<file path="src/rtl/cipher_ctl_pkg.sv">
package cipher_ctl_pkg;

  typedef enum logic [1:0] {
    OPM_ENCRYPT        = 2'b00,
    OPM_KEY_DERIVE     = 2'b01,
    OPM_DECRYPT        = 2'b10,
    OPM_DERIVE_DECRYPT = 2'b11
  } opmode_e;

  typedef struct packed {
    logic       dma_out_en;
    logic       dma_in_en;
    logic       err_ie;
    logic       done_ie;
    logic [2:0] chain;
    opmode_e    mode;
    logic       en;
  } ctl_t;

  localparam int EN_BIT       = 0;
  localparam int MODE_LO      = 3;
  localparam int CHAIN_LO     = 5;
  localparam int CLR_DONE_BIT = 7;
  localparam int CLR_ERR_BIT  = 8;
  localparam int DONE_IE_BIT  = 9;
  localparam int ERR_IE_BIT   = 10;
  localparam int DIN_BIT      = 11;
  localparam int DOUT_BIT     = 12;
  localparam int CHAIN_HI_BIT = 16;

  localparam int N_FLAGS  = 3;
  localparam int F_DONE   = 0;
  localparam int F_RDERR  = 1;
  localparam int F_WRERR  = 2;

  function automatic logic [31:0] ctl_word(input ctl_t c);
    logic [31:0] w;
    w = '0;
    w[EN_BIT]               = c.en;
    w[MODE_LO+1:MODE_LO]    = c.mode;
    w[CHAIN_LO+1:CHAIN_LO]  = c.chain[1:0];
    w[CHAIN_HI_BIT]         = c.chain[2];
    w[DONE_IE_BIT]          = c.done_ie;
    w[ERR_IE_BIT]           = c.err_ie;
    w[DIN_BIT]              = c.dma_in_en;
    w[DOUT_BIT]             = c.dma_out_en;
    return w;
  endfunction

  function automatic logic dma_mode_ok(input opmode_e m);
    return (m == OPM_ENCRYPT) || (m == OPM_DECRYPT);
  endfunction

endpackage

</file>
<file path="src/rtl/ctl_reg_file.sv">
module ctl_reg_file
  import cipher_ctl_pkg::*;
#(
  parameter int DATA_W = 32
) (
  input  logic              clk,
  input  logic              rst,
  input  logic              wr_ctl,
  input  logic [DATA_W-1:0] wdata,
  output ctl_t              ctl,
  output logic              clr_done,
  output logic              clr_err
);

  logic chain_locked;
  logic unused_wbits;

  assign chain_locked = ctl.en && wdata[EN_BIT];
  assign clr_done     = wr_ctl && wdata[CLR_DONE_BIT];
  assign clr_err      = wr_ctl && wdata[CLR_ERR_BIT];
  assign unused_wbits = ^{wdata[DATA_W-1:CHAIN_HI_BIT+1], wdata[CHAIN_HI_BIT-1:DOUT_BIT+1],
                          wdata[MODE_LO-1:EN_BIT+1]};

  always_ff @(posedge clk) begin
    if (rst) begin
      ctl <= '0;
    end else if (wr_ctl) begin
      ctl.en         <= wdata[EN_BIT];
      ctl.mode       <= opmode_e'(wdata[MODE_LO+1:MODE_LO]);
      ctl.done_ie    <= wdata[DONE_IE_BIT];
      ctl.err_ie     <= wdata[ERR_IE_BIT];
      ctl.dma_in_en  <= wdata[DIN_BIT];
      ctl.dma_out_en <= wdata[DOUT_BIT];
      if (!chain_locked)
        ctl.chain <= {wdata[CHAIN_HI_BIT], wdata[CHAIN_LO+1:CHAIN_LO]};
    end
  end


  chain_lock_chk: assert property (@(posedge clk) disable iff (rst)
    (wr_ctl && ctl.en && wdata[EN_BIT]) |=> $stable(ctl.chain));


  en_load_chk: assert property (@(posedge clk) disable iff (rst)
    wr_ctl |=> (ctl.en == $past(wdata[EN_BIT])));

endmodule

</file>
<file path="src/rtl/ctl_status_flags.sv">
module ctl_status_flags
  import cipher_ctl_pkg::*;
#(
  parameter int NF = N_FLAGS
) (
  input  logic          clk,
  input  logic          rst,
  input  logic [NF-1:0] set_ev,
  input  logic [NF-1:0] clr,
  output logic [NF-1:0] flags
);

  for (genvar i = 0; i < NF; i++) begin : g_flag
    always_ff @(posedge clk) begin
      if (rst)
        flags[i] <= 1'b0;
      else
        flags[i] <= set_ev[i] | (flags[i] & ~clr[i]);
    end


    set_wins_chk: assert property (@(posedge clk) disable iff (rst)
      set_ev[i] |=> flags[i]);


    clear_chk: assert property (@(posedge clk) disable iff (rst)
      (clr[i] && !set_ev[i]) |=> !flags[i]);
  end

endmodule

</file>
<file path="src/rtl/ctl_req_gen.sv">
module ctl_req_gen
  import cipher_ctl_pkg::*;
#(
  parameter int NF = N_FLAGS
) (
  input  logic          clk,
  input  logic          rst,
  input  ctl_t          ctl,
  input  logic [NF-1:0] flags,
  input  logic          phase_in,
  input  logic          phase_out,
  output logic          irq,
  output logic          dma_in_req,
  output logic          dma_out_req
);

  logic done_hit, err_hit, mode_ok;

  assign done_hit = flags[F_DONE] && ctl.done_ie;
  assign err_hit  = (flags[F_RDERR] || flags[F_WRERR]) && ctl.err_ie;
  assign mode_ok  = dma_mode_ok(ctl.mode);

  always_ff @(posedge clk) begin
    if (rst) begin
      irq         <= 1'b0;
      dma_in_req  <= 1'b0;
      dma_out_req <= 1'b0;
    end else begin
      irq         <= done_hit || err_hit;
      dma_in_req  <= phase_in  && ctl.dma_in_en  && mode_ok;
      dma_out_req <= phase_out && ctl.dma_out_en && mode_ok;
    end
  end


  irq_needs_flag_chk: assert property (@(posedge clk) disable iff (rst)
    irq |-> $past(|flags));


  dma_mode_chk: assert property (@(posedge clk) disable iff (rst)
    (dma_in_req || dma_out_req) |->
      ($past(ctl.mode) == OPM_ENCRYPT || $past(ctl.mode) == OPM_DECRYPT));


  dma_in_phase_chk: assert property (@(posedge clk) disable iff (rst)
    dma_in_req |-> $past(phase_in));

endmodule

</file>
<file path="src/rtl/cipher_ctl_regs.sv">
module cipher_ctl_regs
  import cipher_ctl_pkg::*;
#(
  parameter int ADDR_W    = 4,
  parameter int DATA_W    = 32,
  parameter int CTL_ADDR  = 0,
  parameter int STAT_ADDR = 4
) (
  input  logic              clk,
  input  logic              rst,
  input  logic              bus_wr,
  input  logic              bus_rd,
  input  logic [ADDR_W-1:0] bus_addr,
  input  logic [DATA_W-1:0] bus_wdata,
  output logic [DATA_W-1:0] bus_rdata,
  input  logic              ev_done,
  input  logic              ev_rderr,
  input  logic              ev_wrerr,
  input  logic              phase_in,
  input  logic              phase_out,
  output logic              irq,
  output logic              dma_in_req,
  output logic              dma_out_req,
  output logic              core_en,
  output logic [1:0]        core_mode,
  output logic [2:0]        core_chain
);

  localparam logic [ADDR_W-1:0] A_CTL  = ADDR_W'(CTL_ADDR);
  localparam logic [ADDR_W-1:0] A_STAT = ADDR_W'(STAT_ADDR);

  ctl_t               ctl;
  logic               clr_done, clr_err;
  logic [N_FLAGS-1:0] flags, set_ev, clr_vec;
  logic               hit_ctl, hit_stat;
  logic [DATA_W-1:0]  rd_mux;

  assign hit_ctl  = (bus_addr == A_CTL);
  assign hit_stat = (bus_addr == A_STAT);
  assign set_ev   = {ev_wrerr, ev_rderr, ev_done};
  assign clr_vec  = {clr_err, clr_err, clr_done};

  ctl_reg_file #(.DATA_W(DATA_W)) i_regs (
    .clk      (clk),
    .rst      (rst),
    .wr_ctl   (bus_wr && hit_ctl),
    .wdata    (bus_wdata),
    .ctl      (ctl),
    .clr_done (clr_done),
    .clr_err  (clr_err)
  );

  ctl_status_flags #(.NF(N_FLAGS)) i_flags (
    .clk    (clk),
    .rst    (rst),
    .set_ev (set_ev),
    .clr    (clr_vec),
    .flags  (flags)
  );

  ctl_req_gen #(.NF(N_FLAGS)) i_reqs (
    .clk         (clk),
    .rst         (rst),
    .ctl         (ctl),
    .flags       (flags),
    .phase_in    (phase_in),
    .phase_out   (phase_out),
    .irq         (irq),
    .dma_in_req  (dma_in_req),
    .dma_out_req (dma_out_req)
  );

  always_comb begin
    rd_mux = '0;
    if (hit_ctl)
      rd_mux = DATA_W'(ctl_word(ctl));
    else if (hit_stat)
      rd_mux[N_FLAGS-1:0] = flags;
  end

  always_ff @(posedge clk) begin
    if (rst)
      bus_rdata <= '0;
    else if (bus_rd)
      bus_rdata <= rd_mux;
  end

  assign core_en    = ctl.en;
  assign core_mode  = ctl.mode;
  assign core_chain = ctl.chain;


  stat_write_ignored_chk: assert property (@(posedge clk) disable iff (rst)
    (bus_wr && hit_stat && !(|set_ev)) |=> $stable(flags));

endmodule

</file>
<file path="config.mk">
export PLATFORM = sky130hd
export DESIGN_NAME = cipher_ctl_regs
export DESIGN_NICKNAME = d
export VERILOG_FILES = /design/src/rtl/cipher_ctl_pkg.sv /design/src/rtl/ctl_reg_file.sv /design/src/rtl/ctl_status_flags.sv /design/src/rtl/ctl_req_gen.sv /design/src/rtl/cipher_ctl_regs.sv
export SDC_FILE = /design/constraint.sdc
export NUM_CORES = 1
export LEC_CHECK = 0
export BUFFER_PORTS_ARGS = -buffer_cell sky130_fd_sc_hd__buf_4
export CORE_ASPECT_RATIO = 0.8
export CORE_MARGIN = 5
export CORE_UTILIZATION = 41
export DETAILED_ROUTE_END_ITERATION = 10
export PLACE_DENSITY = 0.79
export SETUP_SLACK_MARGIN = 0.15
export SLEW_MARGIN = 25
export SYNTH_ARGS = -nofsm -noshare
export SYNTH_HDL_FRONTEND = slang
export SYNTH_SLANG_ARGS = --single-unit
</file>
<file path="constraint.sdc">
create_clock -name clk -period 1.7 [get_ports clk]
set_input_delay 0.085 -clock clk [delete_from_list [all_inputs] [get_ports clk]]
set_output_delay 0.085 -clock clk [all_outputs]
set_load 0.02 [all_outputs]
</file>
* Word-level counts from Yosys, hierarchy flattened *
Cells that the tools add are included.

word-level totals
  register bits = 48
  latch bits = 0
  memory bits (writable) = 0
  ROM bits = 0
  input port bits = 45
  output and inout bits = 41
  word-level logic and storage cells = 44
  memories kept = 0

cells by class
  add/sub/neg operators = 0
  $mul = 0
  div/mod/pow operators = 0
  order comparisons = 0
  equality and inequality tests = 2
  shifts and indexed selects = 0
  muxes and demuxes = 3
  bitwise logic cells = 9
  reductions and logical operators = 16

operators by type and width
  kind                  number
  $mux W14              1
  $logic_and A1 B1 Y1   10
  $mux W3               2
  $eq A4 B3 Y1 const B  1
  $logic_not A4 Y1      1
  $and A1 B1 Y1         3
  $logic_or A1 B1 Y1    3
  $not A1 Y1            3
  $or A1 B1 Y1          3
  $eq A2 B2 Y1 const B  1
  $logic_not A2 Y1      1
  $reduce_and A2 Y1     1

* Depth between registers and ports, before layout *
  depth after elaboration = 6
  depth in mapped cells = 4
  gate-level depth less buffers = 3

* Cells and area by module *
Synthesis repeated with hierarchy kept, for this count alone.

second synthesis, totals
  cells, all modules = 134
  area total of the unflattened synthesis = 1228.7 µm²

by module, submodules not included
  module            times used  cells an instance  area each (µm²)  sequential area each (µm²)
  cipher_ctl_regs   1           75                 620.6            240.2
  ctl_reg_file      1           38                 412.9            200.2
  ctl_status_flags  1           12                 105.1            60.1
  ctl_req_gen       1           9                  90.1             60.1

* Least setup slack after synthesis *
No wires, ideal clock.

  kind = input -> register
  start point = in bus_addr[3]
  end point = reg bus_rdata[10]
  setup time = 0.060 ns
  arrival time = 1.161 ns
  required time = 1.640 ns
  setup slack = 0.479 ns
  stages = 4
  buffers on the path = 1
  cell sequence = or3_1 buf_6 nor4b_4 a22o_1

on the way
  word-level cells in the longest chain between the ends = 2

RTL lines
  what                  line                   text
  start, declared       cipher_ctl_regs.sv:13  input logic [ADDR_W-1:0] bus_addr,
  $logic_not A4 Y1      cipher_ctl_regs.sv:38  assign hit_ctl = (bus_addr == A_CTL);
  $mux W14              cipher_ctl_regs.sv:75  if (hit_ctl)
  end signal, assigned  cipher_ctl_regs.sv:85  bus_rdata <= rd_mux;
  end, declared         cipher_ctl_regs.sv:15  output logic [DATA_W-1:0] bus_rdata,

No other way between the ends.
A chain may end at the register's enable or synchronous reset.

* Worst setup path in the final report *
  start point = in bus_addr[3]
  end point = reg i_regs.ctl[3] (netlist name)

on the way
  word-level cells in the longest chain between the ends = 3

RTL lines
  what                                line                   text
  $logic_not A4 Y1                    cipher_ctl_regs.sv:38
  $logic_and A1 B1 Y1                 cipher_ctl_regs.sv:46  .wr_ctl (bus_wr && hit_ctl),
  $reduce_and A2 Y1 (no source line)  --

No other way between the ends.

==> flow_summary_export.csv <==
group,metric,value,unit
run_status,outcome,"finished clean",
drt,detailroute.via_count,912,
timing,grt_setup_unrepaired,"no",
clock_network,clock_tree.root_cell,"clkbuf_8",
clock_network,post_cts.resized_instances,0,
logic_synthesis,syn-cell-area,0.00127,mm2
floorplanning,number_of_cell_rows,18,
floorplanning,chipWidth,72.3,um
logic_synthesis,synth.avg_cell_area,10.3,um2
clock_network,clk_transition_reported_paths,0.09,ns
timing,final_min_period_over_clock_period,67.3,%
floorplanning,die_height,59.8,um
timing,slew_violations,0,
cells_and_area,drive_above_1_share,33.3,%
clock_network,clock_latency,0.26,ns
global_route,grt_max_degree,29,
drt,drt_initial_violations,39,
timing,final_period_minus_worst_setup_slack,1.14,ns
logic_synthesis,yosys_warnings,0,
placement,detailedPlacementHpwl,2.09,mm
global_route,gr_met2_demand_resource,21.5,%
floorplanning,num_ports,86,
timing,timing.fmax,874,MHz
logic_synthesis,netlist.top_cell.by_area,"dfxtp_1",
global_route,grt_util_all_layers,12.3,%
power_and_ir_drop,max-vdd-ir-drop,0.000342,V
clock_network,cts_setup_buffers,0,
global_route,grt_first_pass_wirelength,4.15,mm
cells_and_area,fin_nets,211,
critical_path,critPathRequiredTime,1.89,ns
critical_path,critPathMaxFanout,4,
floorplanning,floorplan.initialDensity,41.9,%
global_route,grt_antenna_before_repair,0,
cells_and_area,layout-area-overhead-vs-synth,25.6,%
global_route,globalRouteMet1Util,14.4,%
timing,setup_skew_after_layout,0.00169,ns
drt,length_of_the_first_detailed_routing_pass_in_iterations,4,
global_route,first_global_vias,913,
drt,finalWirelength,2.67,mm
critical_path,startpoint_type,"input port",
logic_synthesis,synth_sequential_area_ratio,44.1,%
logic_synthesis,yosysTopAreaCellShare,44.1,%
logic_synthesis,postSynthRegisterBits,28,
placement,port-buffer-count,45,
drt,wl_per_cell,13.0,um
clock_network,cts_num_sinks,28,
drt,drt_drc_violations_left,0,
global_route,use_met3,3.19,%
logic_synthesis,syn_inst,124,
timing,worst_hold_slack,0.0315,ns
drt,detail-route-antenna-nets,0,
global_route,global_route.peak_usage_layer,"met2",
global_route,globalRouteOverflowTotal,0,
clock_network,ctsHoldBuffers,1,
clock_network,cts_tree,"done",
power_and_ir_drop,leakagePower,0.000721,uW
placement,gp_routability_congestion,0.812,
cells_and_area,final_cell_mix,"buf_4 (47), dfxtp_1 (28), nand2b_1 (21)",
clock_network,tritoncts.num_buffers,3,
timing,hold_viol_final,0,
cells_and_area,diodes,0,
timing,setup_violation_total_in_the_final_timing_report,0,
logic_synthesis,synth_top_cells_by_area,"dfxtp_1 (44%), buf_4 (15%), nand2b_1 (10%), mux2i_1 (7.9%), a22o_1 (6.9%)",
power_and_ir_drop,power.density_cell_area,759,mW/mm2
critical_path,critical_path.endpoint_type,"flip-flop",
cells_and_area,mostFrequentLayoutCell,"buf_4",
critical_path,arr_time_crit_path,1.34,ns
floorplanning,die_area,0.00432,mm2
hold_path,worst_hold_path_type,"input port to flip-flop",
drt,via_per_inst,4.45,
logic_synthesis,ys_types,22,
power_and_ir_drop,report.power.total,1210,uW
critical_path,setup.worst_path.class,"input port to flip-flop",
job,max_cap_violations,0,
floorplanning,core_area,0.00304,mm2
clock_network,clock_tree.htree_level_count,1,
clock_network,clockBufferDepth,2,
timing,fin_setup_tns,0,ns
-- critical path, cell delays in order --
cell      delay [ns]
buf_4           0.10
or3_1           0.49
a211oi_2        0.42
mux2i_1         0.24
-- final timing paths --
path / start / to / slack [ns] / depth (start not counted)
setup / recovery: bus_addr[3] / i_regs.ctl[3]$_SDFFE_PP0P_ / 0.56 / 4
hold reg to reg: bus_rdata[11]$_SDFFE_PP0P_ / bus_rdata[11]$_SDFFE_PP0P_ / 0.48 / 1
hold / removal: bus_wdata[8] / i_flags.flags[2]$_SDFF_PP0_ / 0.03 / 2
setup reg to reg: i_regs.ctl[0]$_SDFFE_PP0N_ / i_regs.ctl[3]$_SDFFE_PP0P_ / 0.63 / 2
-- per-stage QoR --
| step | utilization (%) | instance area (um2) | worst slack (ns) | std cells |
|---|---|---|---|---|
| after floorplan | - | 1340 | 0.479 | 143 |
| after global placement | 50.4 | 1530 | 0.311 | 200 |
| after detailed placement | 50.4 | 1530 | 0.260 | 200 |
| after CTS | 52.6 | 1600 | 0.542 | 205 |
| after global routing | 52.6 | 1600 | 0.504 | 205 |
| final | 52.6 | 1600 | 0.556 | 205 |
-- routing by layer --
metal / vias to the layer above / share of wire [%]
li1: 460 / -
met1: 410 / 40
met2: 42 / 50
met3: 0 / 11
met5: - / 0
met4: 0 / 0
-- final cells by class --
class / instances / area [um2]
Clock buffer: 4 / 55.1
Fill cell: 290 / 1440
Inverter: 3 / 11.3
Multi-Input combinational cell: 82 / 558
Sequential cell: 28 / 561
Tap cell: 40 / 50.0
Timing Repair Buffer: 48 / 363
-- synth_stat cells (all sizes together) --
| cell | count |
|---|---|
| and3 | 2 |
| a32o | 2 |
| nor3b | 1 |
| o21ai | 1 |
| clkbuf | 4 |
| nor2 | 6 |
| a22o | 10 |
| buf | 26 |
| dfxtp | 28 |
| inv | 3 |
| a311oi | 3 |
| nor4b | 1 |
| mux2i | 10 |
| nand2b | 21 |
| conb | 1 |
| mux2 | 1 |
| nand2 | 1 |
| a21oi | 1 |
| a211oi | 1 |
| or3 | 1 |
-- state kept, by name, indices dropped and copies added (netlist names) --
| signal | flops |
|---|---|
| bus_rdata | 12 |
| i_flags.flags | 3 |
| i_regs.ctl | 10 |
| i_reqs.dma_in_req | 1 |
| i_reqs.dma_out_req | 1 |
| i_reqs.irq | 1 |
-- cells by family after synthesis --
group,share of synthesized area [%]
simple gates,16.9
buf+inv,17.7
flops,44.1
compound gates,12.3
mux,8.75
other cells,0.295
-- power breakdown --
part	switching (uW)	total, uW	internal (uW)	leakage [uW]
clock	186	392	207	0.0000288
combinational	84.8	148	63.6	0.000465
sequential	7.54	672	665	0.000227
No activity file was read; power rests on OpenSTA's default activity.
